===== src/rtl/pause_pkg.sv =====
package pause_pkg;
  localparam int CSR_W   = 32;
  localparam int CNT_W   = 16;
  localparam int ADDR_W  = 48;

  localparam int B_SWEN  = 31;
  localparam int B_MCAST = 30;
  localparam int B_STMAT = 29;
  localparam int B_ACT   = 23;
  localparam int B_RCV   = 22;
  localparam int B_NEG   = 21;
  localparam int B_LOAD  = 16;

  localparam logic [ADDR_W-1:0] GROUP_DA = 48'h0180C2000001;

  typedef struct packed {
    logic sw_en;
    logic mcast;
    logic stmat;
  } mode_t;

  typedef enum logic [2:0] {
    TM_HOLD,
    TM_CLEAR,
    TM_LOAD_RX,
    TM_LOAD_SW,
    TM_TICK,
    TM_EXPIRE
  } tm_op_e;
endpackage


===== src/rtl/pause_csr.sv =====
module pause_csr
  import pause_pkg::*;
#(
  parameter int DW = CSR_W,
  parameter int CW = CNT_W
) (
  input  logic          clk,
  input  logic          rst,
  input  logic          wr,
  input  logic [DW-1:0] wdata,
  input  logic          neg_status,
  input  logic          adv_capable,
  input  logic [CW-1:0] cnt,
  input  logic          active,
  input  logic          rcvd,
  output mode_t         mode,
  output logic          neg_q,
  output logic          abort_req,
  output logic          man_req,
  output logic [CW-1:0] man_val,
  output logic [DW-1:0] rdata
);
  localparam int RES_LO_W = B_LOAD - CW;

  mode_t mode_q;

  always_ff @(posedge clk) begin
    if (rst) begin
      mode_q <= '0;
      neg_q  <= 1'b0;
    end else begin
      neg_q <= neg_status & adv_capable;
      if (wr) begin
        mode_q.sw_en <= wdata[B_SWEN];
        mode_q.mcast <= wdata[B_MCAST];
        mode_q.stmat <= wdata[B_STMAT];
      end
    end
  end

  assign mode      = mode_q;
  assign abort_req = wr & ~wdata[B_SWEN] & mode_q.sw_en;
  assign man_val   = wdata[CW-1:0];
  assign man_req   = wr & wdata[B_LOAD] & (wdata[CW-1:0] != '0);

  always_comb begin
    rdata          = '0;
    rdata[B_SWEN]  = mode_q.sw_en;
    rdata[B_MCAST] = mode_q.mcast;
    rdata[B_STMAT] = mode_q.stmat;
    rdata[B_ACT]   = active;
    rdata[B_RCV]   = rcvd;
    rdata[B_NEG]   = neg_q;
    rdata[CW-1:0]  = cnt;
  end

  if (RES_LO_W < 0) begin : g_bad_width
    initial $error("count width exceeds field");
  end
endmodule


===== src/rtl/pause_qual.sv =====
module pause_qual
  import pause_pkg::*;
#(
  parameter int AW = ADDR_W,
  parameter logic [AW-1:0] MATCH_DA = GROUP_DA
) (
  input  logic          frm_valid,
  input  logic [AW-1:0] frm_da,
  input  logic          frm_da_hit,
  input  mode_t         mode,
  input  logic          neg_q,
  output logic          accept
);
  localparam int NBYTES = AW / 8;

  logic [NBYTES-1:0] byte_eq;
  logic              group_hit;
  logic              rx_on;

  for (genvar b = 0; b < NBYTES; b++) begin : g_byte
    assign byte_eq[b] = (frm_da[b*8 +: 8] == MATCH_DA[b*8 +: 8]);
  end

  assign group_hit = &byte_eq;
  assign rx_on     = mode.sw_en | neg_q;
  assign accept    = frm_valid & rx_on &
                     ((mode.mcast & group_hit) | (mode.stmat & frm_da_hit));
endmodule


===== src/rtl/pause_timer.sv =====
module pause_timer
  import pause_pkg::*;
#(
  parameter int CW = CNT_W
) (
  input  logic          clk,
  input  logic          rst,
  input  logic          abort_req,
  input  logic          accept,
  input  logic [CW-1:0] quanta,
  input  logic          man_req,
  input  logic [CW-1:0] man_val,
  input  logic          slot_tick,
  output logic [CW-1:0] cnt,
  output logic          active,
  output logic          rcvd
);
  localparam logic [CW-1:0] ONE = CW'(1);

  tm_op_e op;

  always_comb begin
    op = TM_HOLD;
    if (abort_req) begin
      op = TM_CLEAR;
    end else if (accept) begin
      op = (quanta == '0) ? TM_CLEAR : TM_LOAD_RX;
    end else if (man_req && !active && !rcvd) begin
      op = TM_LOAD_SW;
    end else if (active && slot_tick) begin
      op = (cnt == ONE) ? TM_EXPIRE : TM_TICK;
    end
  end

  always_ff @(posedge clk) begin
    if (rst) begin
      cnt    <= '0;
      active <= 1'b0;
      rcvd   <= 1'b0;
    end else begin
      unique case (op)
        TM_CLEAR, TM_EXPIRE: begin
          cnt    <= '0;
          active <= 1'b0;
          rcvd   <= 1'b0;
        end
        TM_LOAD_RX: begin
          cnt    <= quanta;
          active <= 1'b1;
          rcvd   <= 1'b1;
        end
        TM_LOAD_SW: begin
          cnt    <= man_val;
          active <= 1'b1;
        end
        TM_TICK: cnt <= cnt - ONE;
        default: ;
      endcase
    end
  end
endmodule


===== src/rtl/mac_pause_ctrl.sv =====
module mac_pause_ctrl
  import pause_pkg::*;
#(
  parameter int DW = CSR_W,
  parameter int CW = CNT_W,
  parameter int AW = ADDR_W
) (
  input  logic          clk,
  input  logic          rst,
  input  logic          csr_wr,
  input  logic [DW-1:0] csr_wdata,
  output logic [DW-1:0] csr_rdata,
  input  logic          neg_status,
  input  logic          adv_capable,
  input  logic          frm_valid,
  input  logic [AW-1:0] frm_da,
  input  logic [CW-1:0] frm_quanta,
  input  logic          frm_da_hit,
  input  logic          slot_tick,
  output logic          tx_hold
);
  mode_t         mode;
  logic          neg_q, abort_req, man_req, accept;
  logic [CW-1:0] man_val, cnt;
  logic          active, rcvd;

  pause_csr #(.DW(DW), .CW(CW)) u_csr (
    .clk        (clk),
    .rst        (rst),
    .wr         (csr_wr),
    .wdata      (csr_wdata),
    .neg_status (neg_status),
    .adv_capable(adv_capable),
    .cnt        (cnt),
    .active     (active),
    .rcvd       (rcvd),
    .mode       (mode),
    .neg_q      (neg_q),
    .abort_req  (abort_req),
    .man_req    (man_req),
    .man_val    (man_val),
    .rdata      (csr_rdata)
  );

  pause_qual #(.AW(AW)) u_qual (
    .frm_valid (frm_valid),
    .frm_da    (frm_da),
    .frm_da_hit(frm_da_hit),
    .mode      (mode),
    .neg_q     (neg_q),
    .accept    (accept)
  );

  pause_timer #(.CW(CW)) u_timer (
    .clk      (clk),
    .rst      (rst),
    .abort_req(abort_req),
    .accept   (accept),
    .quanta   (frm_quanta),
    .man_req  (man_req),
    .man_val  (man_val),
    .slot_tick(slot_tick),
    .cnt      (cnt),
    .active   (active),
    .rcvd     (rcvd)
  );

  assign tx_hold = active;
endmodule


===== config.mk =====
export PLATFORM = sky130hd
export DESIGN_NAME = mac_pause_ctrl
export DESIGN_NICKNAME = d
export VERILOG_FILES = /design/src/rtl/pause_pkg.sv /design/src/rtl/pause_csr.sv /design/src/rtl/pause_qual.sv /design/src/rtl/pause_timer.sv /design/src/rtl/mac_pause_ctrl.sv
export SDC_FILE = /design/constraint.sdc
export NUM_CORES = 1
export LEC_CHECK = 0
export ABC_AREA = 1
export BUFFER_PORTS_ARGS = -buffer_cell sky130_fd_sc_hd__buf_2
export CAP_MARGIN = 20
export CORE_ASPECT_RATIO = 0.5
export CORE_UTILIZATION = 47
export CTS_BUF_LIST = sky130_fd_sc_hd__clkbuf_4 sky130_fd_sc_hd__clkbuf_8
export DETAILED_ROUTE_END_ITERATION = 12
export GPL_ROUTABILITY_DRIVEN = 0
export PLACE_DENSITY = 0.94
export SETUP_SLACK_MARGIN = 0.02
export SLEW_MARGIN = 20
export SYNTH_ARGS = -nofsm -noshare
export SYNTH_HDL_FRONTEND = slang
export SYNTH_SLANG_ARGS = --single-unit

===== constraint.sdc =====
create_clock -name clk -period 4.8 [get_ports clk]
set_input_delay 0.24 -clock clk [delete_from_list [all_inputs] [get_ports clk]]
set_output_delay 0.24 -clock clk [all_outputs]
set_load 0.02 [all_outputs]

==> reports/metrics.csv <==
metric,value,unit
status,"finished, final reports clean",
slowest cell on the critical path,dfxtp_1,
Core Area,4084,sq um
worst slew pin tran,0.5201,ns
CTS max path bufs,2,
fmax,519.0,MHz
number of DRC markers in iteration 0,146,
I/O Buffers,114,
Pre-antenna DRT Iters,5,
hpwl dp,4.654,mm
"Design Area, Final",2653,sq um
crit path buf inv count,3,
Placed Area,2597,sq um
Reg area,440.4,sq um
Synth Register Bits,22,
fillers,396,
ANT cells,0,
clock sink count,22,
Clock Latency Late Sink,0.27,ns
# placed instances,521,
die area,4727,sq um
routed length per instance,11.16,um
Multi-input gate area,1350,sq um
All-Layer GR Usage,25.07,%
Final Non-Filler Cells,525,
drt drc,0,
sequential-to-total area share from yosys stat,21.10,%
first-pass GRT wire length,9.377,mm
predominant post-synthesis flop cell,dfxtp_1,
Ys Warns,0,
Post-Syn Area per Cell,5.702,sq um
initial antenna violation count,0,
R2R setup slack,2.87,ns
Worst EP required,4.95,ns
via/cell ratio,4.912,
number of global-route vias before repair,2266,
max cap viols,0,
RSZ-0062 raised after global routing,false,
TNS Setup,0,ns
Post-CTS Resized,0,
Root Buffer,clkbuf_8,
fin crit period,1.927,ns
Initial Utilization,51.10,%
WP data arrival,2.08,ns
Pleak,1.494,nW
Pwr per Cell Area,244.6,nW/um^2
final worst path period share,40.14,%
Nets,578,
count of pins over their slew limit,0,
Area Overhead vs Synth,27.10,%
Unique masters post-synth,27,
final setup vio count,0,
min-delay worst type,input pin to flip-flop,
Synth Instances,366,
ranking of synthesized cells by area,"dfxtp_1 21%, nor2_1 21%, nand2_1 11%, nand3_1 10%, inv_1 7.9%",
Worst Setup Start Kind,flip-flop,
share of layout cells above drive strength 1,28.03,%
Crit path largest cell delay,0.33,ns
Async SR Flop Fraction,0,%
Peak VDD IR,0.1751,mV
total number of vias,2579,
Post-synth EDFFs,0,
final hold violations,0,
Die Span X,96.24,um
clock skew,0.002385,ns
CTS Hold Buffers Added,0,
CTS tree,built,
post-CTS repair timing setup buffer count,0,
CTS Buf Count,3,
clk slew on worst S/H paths,0.08,ns
I/O pin count,137,
chip height,49.12,um
synthesized cell area,2087,sq um
"area leader, netlist",dfxtp_1,
DRT antenna net count,0,
CP top delay family,simple AND/OR/NAND/NOR gates,
largest net degree at the start of global routing,21,
CP Capture Type,flip-flop,
critical path class,flip-flop to flip-flop,
FP Rows,16,
final WL,5.860,mm
H-tree depth,1,
max_slew headroom,65.29,%
global route overflow,0,
worst-path fanout max,4,
top cell type's share of synthesized area,21.10,%
critical-path cell list,inv_1 -> ha_1 -> inv_1 -> nor2_1 -> nand2_1 -> nor3_1 -> xor2_1 -> inv_1 -> nand3_1 -> nand3_1 -> nor2_1 -> nor2_1,
==> cell usage after synthesis, drive strengths merged (2+ instances only) <==
cell type  number
clkbuf          2
xor2           14
dfxtp          22
buf            20
a21oi           4
nor2          118
o21ai           3
ha              2
inv            45
nor3            3
nand3          43
nand4          18
nand2          67
==> where the power goes <==
| part | total (mW) | switching [mW] | internal (mW) |
|---|---|---|---|
| Sequential | 0.219 | 0.0189 | 0.200 |
| Combinational | 0.292 | 0.182 | 0.110 |
| Clock | 0.138 | 0.0647 | 0.0733 |
==> layout make-up <==
type                    count  area share, %
multi-input cells         286          50.90
repair buffers            114          21.51
flip-flops and latches     22          16.60
inverters                  45          6.368
well taps                  54          2.547
clock buffers               4          2.075
==> per-stage QoR <==
step / hold slack [ns] / total power, mW / worst slack (ns) / utilization (%)
floorplan: 0.3538 / 0.4311 / 3.044 / -
global placement: 0.4566 / 0.5021 / 2.882 / 63.60
detailed placement: 0.4623 / 0.5096 / 2.811 / 63.60
CTS: 0.1939 / 0.6428 / 2.897 / 64.95
global route: 0.1934 / 0.6939 / 2.651 / 64.95
finish: 0.1835 / 0.6488 / 2.873 / 64.95
==> path summary, 6_finish.rpt <==
check                           cells after the start                      endpoint                         from
worst min-delay path                                3        u_csr.neg_q$_SDFF_PP0_                   neg_status
worst max-delay path                               12  u_timer.cnt[14]$_SDFFE_PP0P_  u_timer.cnt[0]$_SDFFE_PP0P_
worst max register to register                     12  u_timer.cnt[14]$_SDFFE_PP0P_  u_timer.cnt[0]$_SDFFE_PP0P_
worst min register to register                      2    u_csr.mode[1]$_SDFFE_PP0P_   u_csr.mode[1]$_SDFFE_PP0P_
==> routing by layer <==
metal	vias up	share of wire [%]	global-route usage, %
met4	0	1.8	7.214
li1	1330	-	-
met2	116	48	45.98
met3	14	8.2	5.607
met1	1119	42	28.92
met5	-	0	0
==> kinds of logic after synthesis <==
| logic type | synth area share (%) |
|---|---|
| AND/OR/NAND/NOR | 53.24 |
| buffers and inverters | 15.83 |
| flip-flops | 21.10 |
| XOR/XNOR | 5.875 |
| AO/OA/AOI/OAI | 2.578 |
| adder cells (fa/ha/maj) | 1.199 |
| other | 0.1797 |
==> flip-flops by register name, indices dropped and copies added (netlist names) <==
register / cells
u_timer.cnt: 16
u_timer.rcvd: 1
u_timer.active: 1
u_csr.neg_q: 1
u_csr.mode: 3
==> layout by cell type, fill, tap and decap left out, types with 3 or more instances in the layout <==
cell type / Yosys / final
a21oi_1: 4 / 4
nor3_1: 3 / 3
nor2_1: 115 / 115
nand4_1: 17 / 17
nand2_1: 60 / 60
clkbuf_8: 0 / 4
o21ai_0: 3 / 3
buf_2: 3 / 114
dfxtp_1: 22 / 22
inv_1: 44 / 44
nand2_2: 5 / 5
conb_1: 1 / 10
xor2_1: 14 / 14
nand3_1: 42 / 42
==> worst min-delay path, stage by stage <==
cell and delay, ns:
buf_2 0.09, nand2_1 0.05, nor2_1 0.03
Power figures use the tool's default switching activity.
